File: src/rtl/rstvec_pkg.sv
package rstvec_pkg;

  typedef enum logic [2:0] {
    ST_IDLE,
    ST_HOLD,
    ST_FPC,
    ST_FSP,
    ST_RUN
  } seq_state_t;

  // Byte offset of a reset vector: vector = {warm, sp_word}, 4 bytes each.
  function automatic logic [31:0] reset_vec_offset(input logic por, input logic sp_word);
    return {28'd0, ~por, sp_word, 2'b00};
  endfunction

endpackage

File: src/rtl/rv_sync.sv
module rv_sync #(
  parameter int          W       = 2,
  parameter logic [W-1:0] RST_VAL = '1
) (
  input  logic         clk,
  input  logic         rst,
  input  logic [W-1:0] d_i,
  output logic [W-1:0] q_o
);
  logic [W-1:0] stage1;

  for (genvar i = 0; i < W; i++) begin : g_bit
    always_ff @(posedge clk) begin
      if (rst) begin
        stage1[i] <= RST_VAL[i];
        q_o[i]    <= RST_VAL[i];
      end else begin
        stage1[i] <= d_i[i];
        q_o[i]    <= stage1[i];
      end
    end
  end
endmodule

File: src/rtl/rv_pulse_qual.sv
module rv_pulse_qual #(
  parameter int MIN_LOW = 20
) (
  input  logic clk,
  input  logic rst,
  input  logic low_i,
  output logic qual_o
);
  localparam int CW = $clog2(MIN_LOW + 1);

  logic [CW-1:0] cnt;

  always_ff @(posedge clk) begin
    if (rst || !low_i) begin
      cnt <= '0;
    end else if (cnt != CW'(MIN_LOW)) begin
      cnt <= cnt + 1'b1;
    end
  end

  assign qual_o = low_i && (cnt == CW'(MIN_LOW - 1));

  AST_QUAL_ONCE: assert property (@(posedge clk) disable iff (rst)
    qual_o |=> !qual_o);
endmodule

File: src/rtl/rv_fetch_seq.sv
module rv_fetch_seq
  import rstvec_pkg::*;
#(
  parameter int              ADDR_W    = 32,
  parameter int              DATA_W    = 32,
  parameter int              NDOM      = 6,
  parameter logic [NDOM-1:0] KEEP_MASK = {{(NDOM-3){1'b0}}, 3'b111}
) (
  input  logic              clk,
  input  logic              rst,
  input  logic              pin_low_i,
  input  logic              nmi_i,
  input  logic              qual_i,
  input  logic              mem_rdy_i,
  input  logic [DATA_W-1:0] mem_data_i,
  output logic              cpu_rst_o,
  output logic [NDOM-1:0]   periph_rst_o,
  output logic              por_o,
  output logic              mem_req_o,
  output logic [ADDR_W-1:0] mem_addr_o,
  output logic              done_o,
  output logic [DATA_W-1:0] init_pc_o,
  output logic [DATA_W-1:0] init_sp_o,
  output logic              run_o
);
  localparam logic [NDOM-1:0] ALL_DOM  = '1;
  localparam logic [NDOM-1:0] WARM_DOM = ALL_DOM & ~KEEP_MASK;

  seq_state_t state;

  always_ff @(posedge clk) begin
    if (rst) begin
      state        <= ST_IDLE;
      cpu_rst_o    <= 1'b1;
      periph_rst_o <= ALL_DOM;
      por_o        <= 1'b1;
      mem_req_o    <= 1'b0;
      mem_addr_o   <= '0;
      done_o       <= 1'b0;
      init_pc_o    <= '0;
      init_sp_o    <= '0;
    end else begin
      done_o <= 1'b0;
      if (qual_i) begin
        state        <= ST_HOLD;
        cpu_rst_o    <= 1'b1;
        por_o        <= nmi_i;
        periph_rst_o <= nmi_i ? ALL_DOM : WARM_DOM;
        mem_req_o    <= 1'b0;
      end else begin
        case (state)
          ST_HOLD: if (!pin_low_i) begin
            periph_rst_o <= '0;
            mem_req_o    <= 1'b1;
            mem_addr_o   <= ADDR_W'(reset_vec_offset(por_o, 1'b0));
            state        <= ST_FPC;
          end
          ST_FPC: if (mem_rdy_i) begin
            init_pc_o  <= mem_data_i;
            mem_addr_o <= ADDR_W'(reset_vec_offset(por_o, 1'b1));
            state      <= ST_FSP;
          end
          ST_FSP: if (mem_rdy_i) begin
            init_sp_o <= mem_data_i;
            mem_req_o <= 1'b0;
            done_o    <= 1'b1;
            cpu_rst_o <= 1'b0;
            state     <= ST_RUN;
          end
          default: ;
        endcase
      end
    end
  end

  assign run_o = (state == ST_RUN);

  AST_REQ_HELD: assert property (@(posedge clk) disable iff (rst)
    (mem_req_o && !mem_rdy_i && !qual_i) |=> (mem_req_o && $stable(mem_addr_o)));
  AST_DONE_ONE: assert property (@(posedge clk) disable iff (rst)
    done_o |=> !done_o);
  AST_CPU_RELEASE: assert property (@(posedge clk) disable iff (rst)
    $fell(cpu_rst_o) |-> done_o);
  AST_FETCH_IN_RST: assert property (@(posedge clk) disable iff (rst)
    mem_req_o |-> cpu_rst_o);
  AST_WARM_KEEP: assert property (@(posedge clk) disable iff (rst)
    (cpu_rst_o && !por_o) |-> ((periph_rst_o & KEEP_MASK) == '0));
  AST_PC_FIRST: assert property (@(posedge clk) disable iff (rst)
    $rose(mem_req_o) |-> (mem_addr_o == (por_o ? ADDR_W'(0) : ADDR_W'(8))));
endmodule

File: src/rtl/rv_exc_addr.sv
module rv_exc_addr #(
  parameter int ADDR_W = 32,
  parameter int VEC_W  = 8
) (
  input  logic              clk,
  input  logic              rst,
  input  logic              blocked_i,
  input  logic              exc_req_i,
  input  logic [VEC_W-1:0]  exc_vec_i,
  input  logic [ADDR_W-1:0] vbr_i,
  output logic              exc_valid_o,
  output logic [ADDR_W-1:0] exc_addr_o
);
  always_ff @(posedge clk) begin
    if (rst) begin
      exc_valid_o <= 1'b0;
      exc_addr_o  <= '0;
    end else begin
      exc_valid_o <= exc_req_i && !blocked_i;
      exc_addr_o  <= vbr_i + (ADDR_W'(exc_vec_i) << 2);
    end
  end

  AST_EXC_BLOCKED: assert property (@(posedge clk) disable iff (rst)
    blocked_i |=> !exc_valid_o);
  AST_EXC_NO_REQ: assert property (@(posedge clk) disable iff (rst)
    !exc_req_i |=> !exc_valid_o);
endmodule

File: src/rtl/rst_vector_seq.sv
module rst_vector_seq #(
  parameter int              MIN_LOW   = 20,
  parameter int              ADDR_W    = 32,
  parameter int              DATA_W    = 32,
  parameter int              NDOM      = 6,
  parameter int              VEC_W     = 8,
  parameter logic [NDOM-1:0] KEEP_MASK = {{(NDOM-3){1'b0}}, 3'b111}
) (
  input  logic              clk,
  input  logic              rst,
  input  logic              rst_pin_n,
  input  logic              nmi_pin,
  output logic              cpu_rst_o,
  output logic [NDOM-1:0]   periph_rst_o,
  output logic              por_o,
  output logic              mem_req_o,
  output logic [ADDR_W-1:0] mem_addr_o,
  input  logic              mem_rdy_i,
  input  logic [DATA_W-1:0] mem_data_i,
  output logic              done_o,
  output logic [DATA_W-1:0] init_pc_o,
  output logic [DATA_W-1:0] init_sp_o,
  input  logic              exc_req_i,
  input  logic [VEC_W-1:0]  exc_vec_i,
  input  logic [ADDR_W-1:0] vbr_i,
  output logic              exc_valid_o,
  output logic [ADDR_W-1:0] exc_addr_o
);
  logic [1:0] pins_s;
  logic       qual;
  logic       run;

  rv_sync #(.W(2), .RST_VAL(2'b11)) u_sync (
    .clk (clk),
    .rst (rst),
    .d_i ({nmi_pin, rst_pin_n}),
    .q_o (pins_s)
  );

  rv_pulse_qual #(.MIN_LOW(MIN_LOW)) u_qual (
    .clk    (clk),
    .rst    (rst),
    .low_i  (!pins_s[0]),
    .qual_o (qual)
  );

  rv_fetch_seq #(
    .ADDR_W(ADDR_W), .DATA_W(DATA_W), .NDOM(NDOM), .KEEP_MASK(KEEP_MASK)
  ) u_fetch (
    .clk          (clk),
    .rst          (rst),
    .pin_low_i    (!pins_s[0]),
    .nmi_i        (pins_s[1]),
    .qual_i       (qual),
    .mem_rdy_i    (mem_rdy_i),
    .mem_data_i   (mem_data_i),
    .cpu_rst_o    (cpu_rst_o),
    .periph_rst_o (periph_rst_o),
    .por_o        (por_o),
    .mem_req_o    (mem_req_o),
    .mem_addr_o   (mem_addr_o),
    .done_o       (done_o),
    .init_pc_o    (init_pc_o),
    .init_sp_o    (init_sp_o),
    .run_o        (run)
  );

  rv_exc_addr #(.ADDR_W(ADDR_W), .VEC_W(VEC_W)) u_exc (
    .clk         (clk),
    .rst         (rst),
    .blocked_i   (!run || qual),
    .exc_req_i   (exc_req_i),
    .exc_vec_i   (exc_vec_i),
    .vbr_i       (vbr_i),
    .exc_valid_o (exc_valid_o),
    .exc_addr_o  (exc_addr_o)
  );
endmodule

File: config.mk
export PLATFORM = sky130hd
export DESIGN_NAME = rst_vector_seq
export DESIGN_NICKNAME = d
export VERILOG_FILES = /design/src/rtl/rstvec_pkg.sv /design/src/rtl/rv_sync.sv /design/src/rtl/rv_pulse_qual.sv /design/src/rtl/rv_fetch_seq.sv /design/src/rtl/rv_exc_addr.sv /design/src/rtl/rst_vector_seq.sv
export SDC_FILE = /design/constraint.sdc
export NUM_CORES = 1
export LEC_CHECK = 0
export BUFFER_PORTS_ARGS = -buffer_cell sky130_fd_sc_hd__buf_2
export CORE_ASPECT_RATIO = 0.9
export CORE_MARGIN = 8
export CORE_UTILIZATION = 30
export CTS_CLUSTER_SIZE = 8
export DETAILED_ROUTE_END_ITERATION = 16
export PLACE_DENSITY = 0.67
export SYNTH_ARGS = -nofsm -noshare
export SYNTH_HDL_FRONTEND = slang
export SYNTH_SLANG_ARGS = --single-unit
File: constraint.sdc
create_clock -name clk -period 2.47 [get_ports clk]
set_clock_uncertainty 0.05 [all_clocks]
set_input_delay 0.3705 -clock clk [delete_from_list [all_inputs] [get_ports clk]]
set_output_delay 0.3705 -clock clk [all_outputs]
set_load 0.02 [all_outputs]
==> out/summary.txt <==
Filler cells = 1685
Worst Hold Class = input pin to flip-flop
N_diodes = 0
Outcome = completed
Top cell family by delay on the critical path = simple AND/OR/NAND/NOR gates
CTS clk-pin slew, worst paths = 60 ps
Core Box Area = 0.0162 mm²
Gate Count Post-Synth = 579
Worst R2R Path Depth = 6
Cts hold-fix bufs = 0
CP Class = flip-flop to flip-flop
Final non-filler cell total = 977
WL/cell = 14.5 µm
Tcrit/Tclk final = 78.6%
Ys async rst share = 0%
RSZ-0062 raised after global routing = no
CP peak stage delay = 500 ps
Vias = 4399
First-pass GRT wire length = 22.9 mm
R2R setup slack = 530 ps
Hold Violations, Final = 0
Total Routing Usage GR = 13.4%
Top-area cell type share of the netlist area = 46.8%
Yosys cell types = 50
Drt total wl = 14.2 mm
Layout Area Growth over Synthesis = 31.7%
Die area = 0.0211 mm²
Clock Root Buffer = clkbuf_16
Postcts setup bufs = 0
Starting DRT DRC Count = 141
HPWL Detailed = 10.5 mm
Bufs and invs on worst path = 1
Initial antenna violation count = 0
IO Count = 217
Mapped Area = 0.00500 mm²
Cell taking the most area after synthesis = dfxtp_1
Vias in the first global route = 4365
Total grt overflow = 0
Height of the die = 138 µm
Post-synth EDFFs = 0
Yosys warning count = 0
Max-cap violations = 0
CTS buffer count = 17
Number of iterations in the first detailed-routing pass = 6
Final setup TNS = 0 ps
Worst Setup EP = u_fetch.init_pc_o[13]
Peak supply drop = 462 µV
Seq/Total Area, Yosys = 46.8%
Rows = 44
Via density = 4.50
CP max stage cell = or3_1
Reg-to-Reg End = u_fetch.init_pc_o[13]
Clk buf depth = 2
Residual DRC count = 0
Power per cell area = 740 mW/mm²
I/O Buffers = 186
Clk_lat worst skew = 410 ps
ANT nets after route = 0
Slew Limit Fails = 0
Setup-failing EPs final = 0
CP Capture Type = flip-flop
Reg-to-Reg Start = u_qual.cnt[0]
Largest net degree at the start of global routing = 58
RD Place Congestion = 0.785
CP cell instances = ha_1 > and3_1 > or3_1 > buf_12 > nand2_1 > a21oi_1
Pre-CTS setup slack = 166 ps
Crit. Startpoint = u_qual.cnt[0]
Power, Total = 4.87 mW
Relative slew slack = 58.9%
TritonCTS Sinks = 117
Worst Setup Slack, final = 530 ps
Min cycle time layout = 1940 ps
Layout cells sized above 1 = 33.1%
P_leak = 2.87 nW
Syn avg cell area = 8.64 µm²
Max Clk Rate = 0.515 GHz
# H-tree levels = 4
Yosys reg bits = 117
Worst slew pin tran = 616 ps
Most common flop cell mapped by yosys = dfxtp_1
CTS tree = yes
Worst hold slack = 94.3 ps
CP arrival = 2150 ps
Nets@finish = 846
Top area cells in the synthesized netlist = dfxtp_1 (47%), nand2_1 (11%), a21oi_1 (7.7%), buf_4 (6.0%), xnor2_1 (4.2%)
Placed insts = 945
Post-CTS sizing = 0
Critical path peak fanout = 30
Initial core utilization = 30.8%
Width of the die = 152 µm
Startpoint Class = flip-flop
Worst Path Required = 2680 ps
Crit path depth = 6
-- placed cells by master (no fill, tap or decap), types with 2 or more instances in the layout --
| master | netlist | layout |
|---|---|---|
| bufinv_16 | 0 | 2 |
| or2_2 | 6 | 6 |
| clkinv_4 | 0 | 2 |
| xnor2_1 | 24 | 24 |
| nor3_1 | 5 | 5 |
| and4_1 | 4 | 4 |
| a21oi_1 | 77 | 77 |
| and3_1 | 3 | 3 |
| xor2_1 | 6 | 6 |
| a2111oi_2 | 6 | 6 |
| a211o_1 | 3 | 3 |
| buf_2 | 10 | 185 |
| nand4_1 | 3 | 3 |
| nor4_1 | 6 | 6 |
| nand3_1 | 11 | 11 |
| ha_1 | 10 | 10 |
| a21o_1 | 5 | 5 |
| buf_12 | 0 | 3 |
| clkinvlp_4 | 0 | 4 |
| inv_1 | 6 | 6 |
| conb_1 | 1 | 30 |
| nand2_1 | 141 | 141 |
| clkbuf_16 | 0 | 17 |
| clkbuf_8 | 0 | 2 |
| o21ai_0 | 4 | 4 |
| nor2_1 | 36 | 35 |
| nand2b_1 | 2 | 2 |
| a21oi_2 | 2 | 2 |
| inv_6 | 0 | 4 |
| nor2b_1 | 7 | 7 |
| a211oi_1 | 3 | 3 |
| or3_1 | 2 | 2 |
| buf_4 | 40 | 9 |
| dfxtp_1 | 117 | 117 |
-- through the flow --
stage / utilization (%) / instance area (µm²)
2_1_floorplan: - / 5110
3_3_place_gp: 36.9 / 5990
3_5_place_dp: 36.9 / 5990
4_1_cts: 40.6 / 6590
5_1_grt: 40.6 / 6590
6_report: 40.6 / 6590
-- worst reg2reg max path: cells and delay by family, from the launching register on --
kind                     cells  cell delay [ps]
buffers and inverters        1              210
flip-flops                   1              340
adder cells (fa/ha/maj)      1              240
AO/OA/AOI/OAI                1               60
AND/OR/NAND/NOR              3              900
-- cells in the mapped netlist, types with 2 or more instances --
master / instances
ha_1: 10
nor2_1: 36
and4_1: 4
buf_2: 10
buf_4: 40
a2111oi_2: 6
dfxtp_1: 117
a21oi_1: 77
xor2_1: 6
nand2_1: 141
nand3_1: 11
or2_2: 6
nor3_2: 2
clkbuf_1: 13
o21ai_0: 4
nor4_1: 6
a21o_1: 5
xnor2_1: 24
nand2b_1: 2
or3_1: 2
a211o_1: 3
nor2b_1: 7
inv_1: 6
and3_1: 3
a211oi_1: 3
buf_6: 4
nor3_1: 5
nand4_1: 3
a21oi_2: 2
-- how the worst min path moves through the flow --
stage	slack (ps)	to	depth (start not counted)	from
2_1_floorplan	340	u_sync.q_o[0]	1	u_sync.stage1[0]
3_3_place_gp	350	u_sync.q_o[0]	1	u_sync.stage1[0]
3_5_place_dp	350	u_sync.q_o[0]	1	u_sync.stage1[0]
4_1_cts	60	u_sync.stage1[0]	2	rst_pin_n
5_1_grt	80	u_sync.stage1[0]	2	rst_pin_n
6_report	90	u_sync.stage1[0]	2	rst_pin_n
-- kinds of logic (layout without fill, tap and decap cells) --
kind of cell | count (synthesis) | in the layout | synth area share, %
simple gates | 236 | 236 | 21.3
flops | 117 | 117 | 46.8
compound gates | 109 | 109 | 13.8
buf+inv | 73 | 235 | 9.33
xor+xnor | 30 | 30 | 5.25
fa+ha+maj | 11 | 11 | 2.90
mux | 2 | 2 | 0.425
other cells | 1 | 30 | 0.0750
-- cell type report --
cell class | count | area [µm²] | share of cell area [%]
clock inverters | 13 | 148 | 2.24
repair buffers | 197 | 1050 | 16.0
inverters | 6 | 22.5 | 0.342
multi-input cells | 418 | 2310 | 35.1
flip-flops and latches | 117 | 2340 | 35.6
clock buffers | 19 | 453 | 6.88
well taps | 207 | 259 | 3.93
-- power breakdown --
group / switching, mW / internal [mW]
clock: 0.921 / 1.55
combinational: 0.293 / 0.163
sequential: 0.0123 / 1.93
total: 1.23 / 3.65
-- state kept, by name (all words and copies together) (netlist names) --
register / count
u_exc.exc_addr_o: 32
u_fetch.init_pc_o: 32
u_fetch.init_sp_o: 32
u_qual.cnt: 5
u_fetch.state: 3
u_fetch.mem_addr_o: 2
u_fetch.periph_rst_o: 2
u_sync.q_o: 2
u_sync.stage1: 2
u_exc.exc_valid_o: 1
u_fetch.cpu_rst_o: 1
u_fetch.done_o: 1
u_fetch.mem_req_o: 1
u_fetch.por_o: 1
-- metal layers --
layer  vias to the layer above  track usage [%]  wire, µm
met5                         -                0         0
met3                        13             7.01      1440
met4                         0             5.41       158
met2                       175             21.1      6430
met1                      1995             15.2      6120
li1                       2216                -         -
Power figures use the tool's default switching activity.
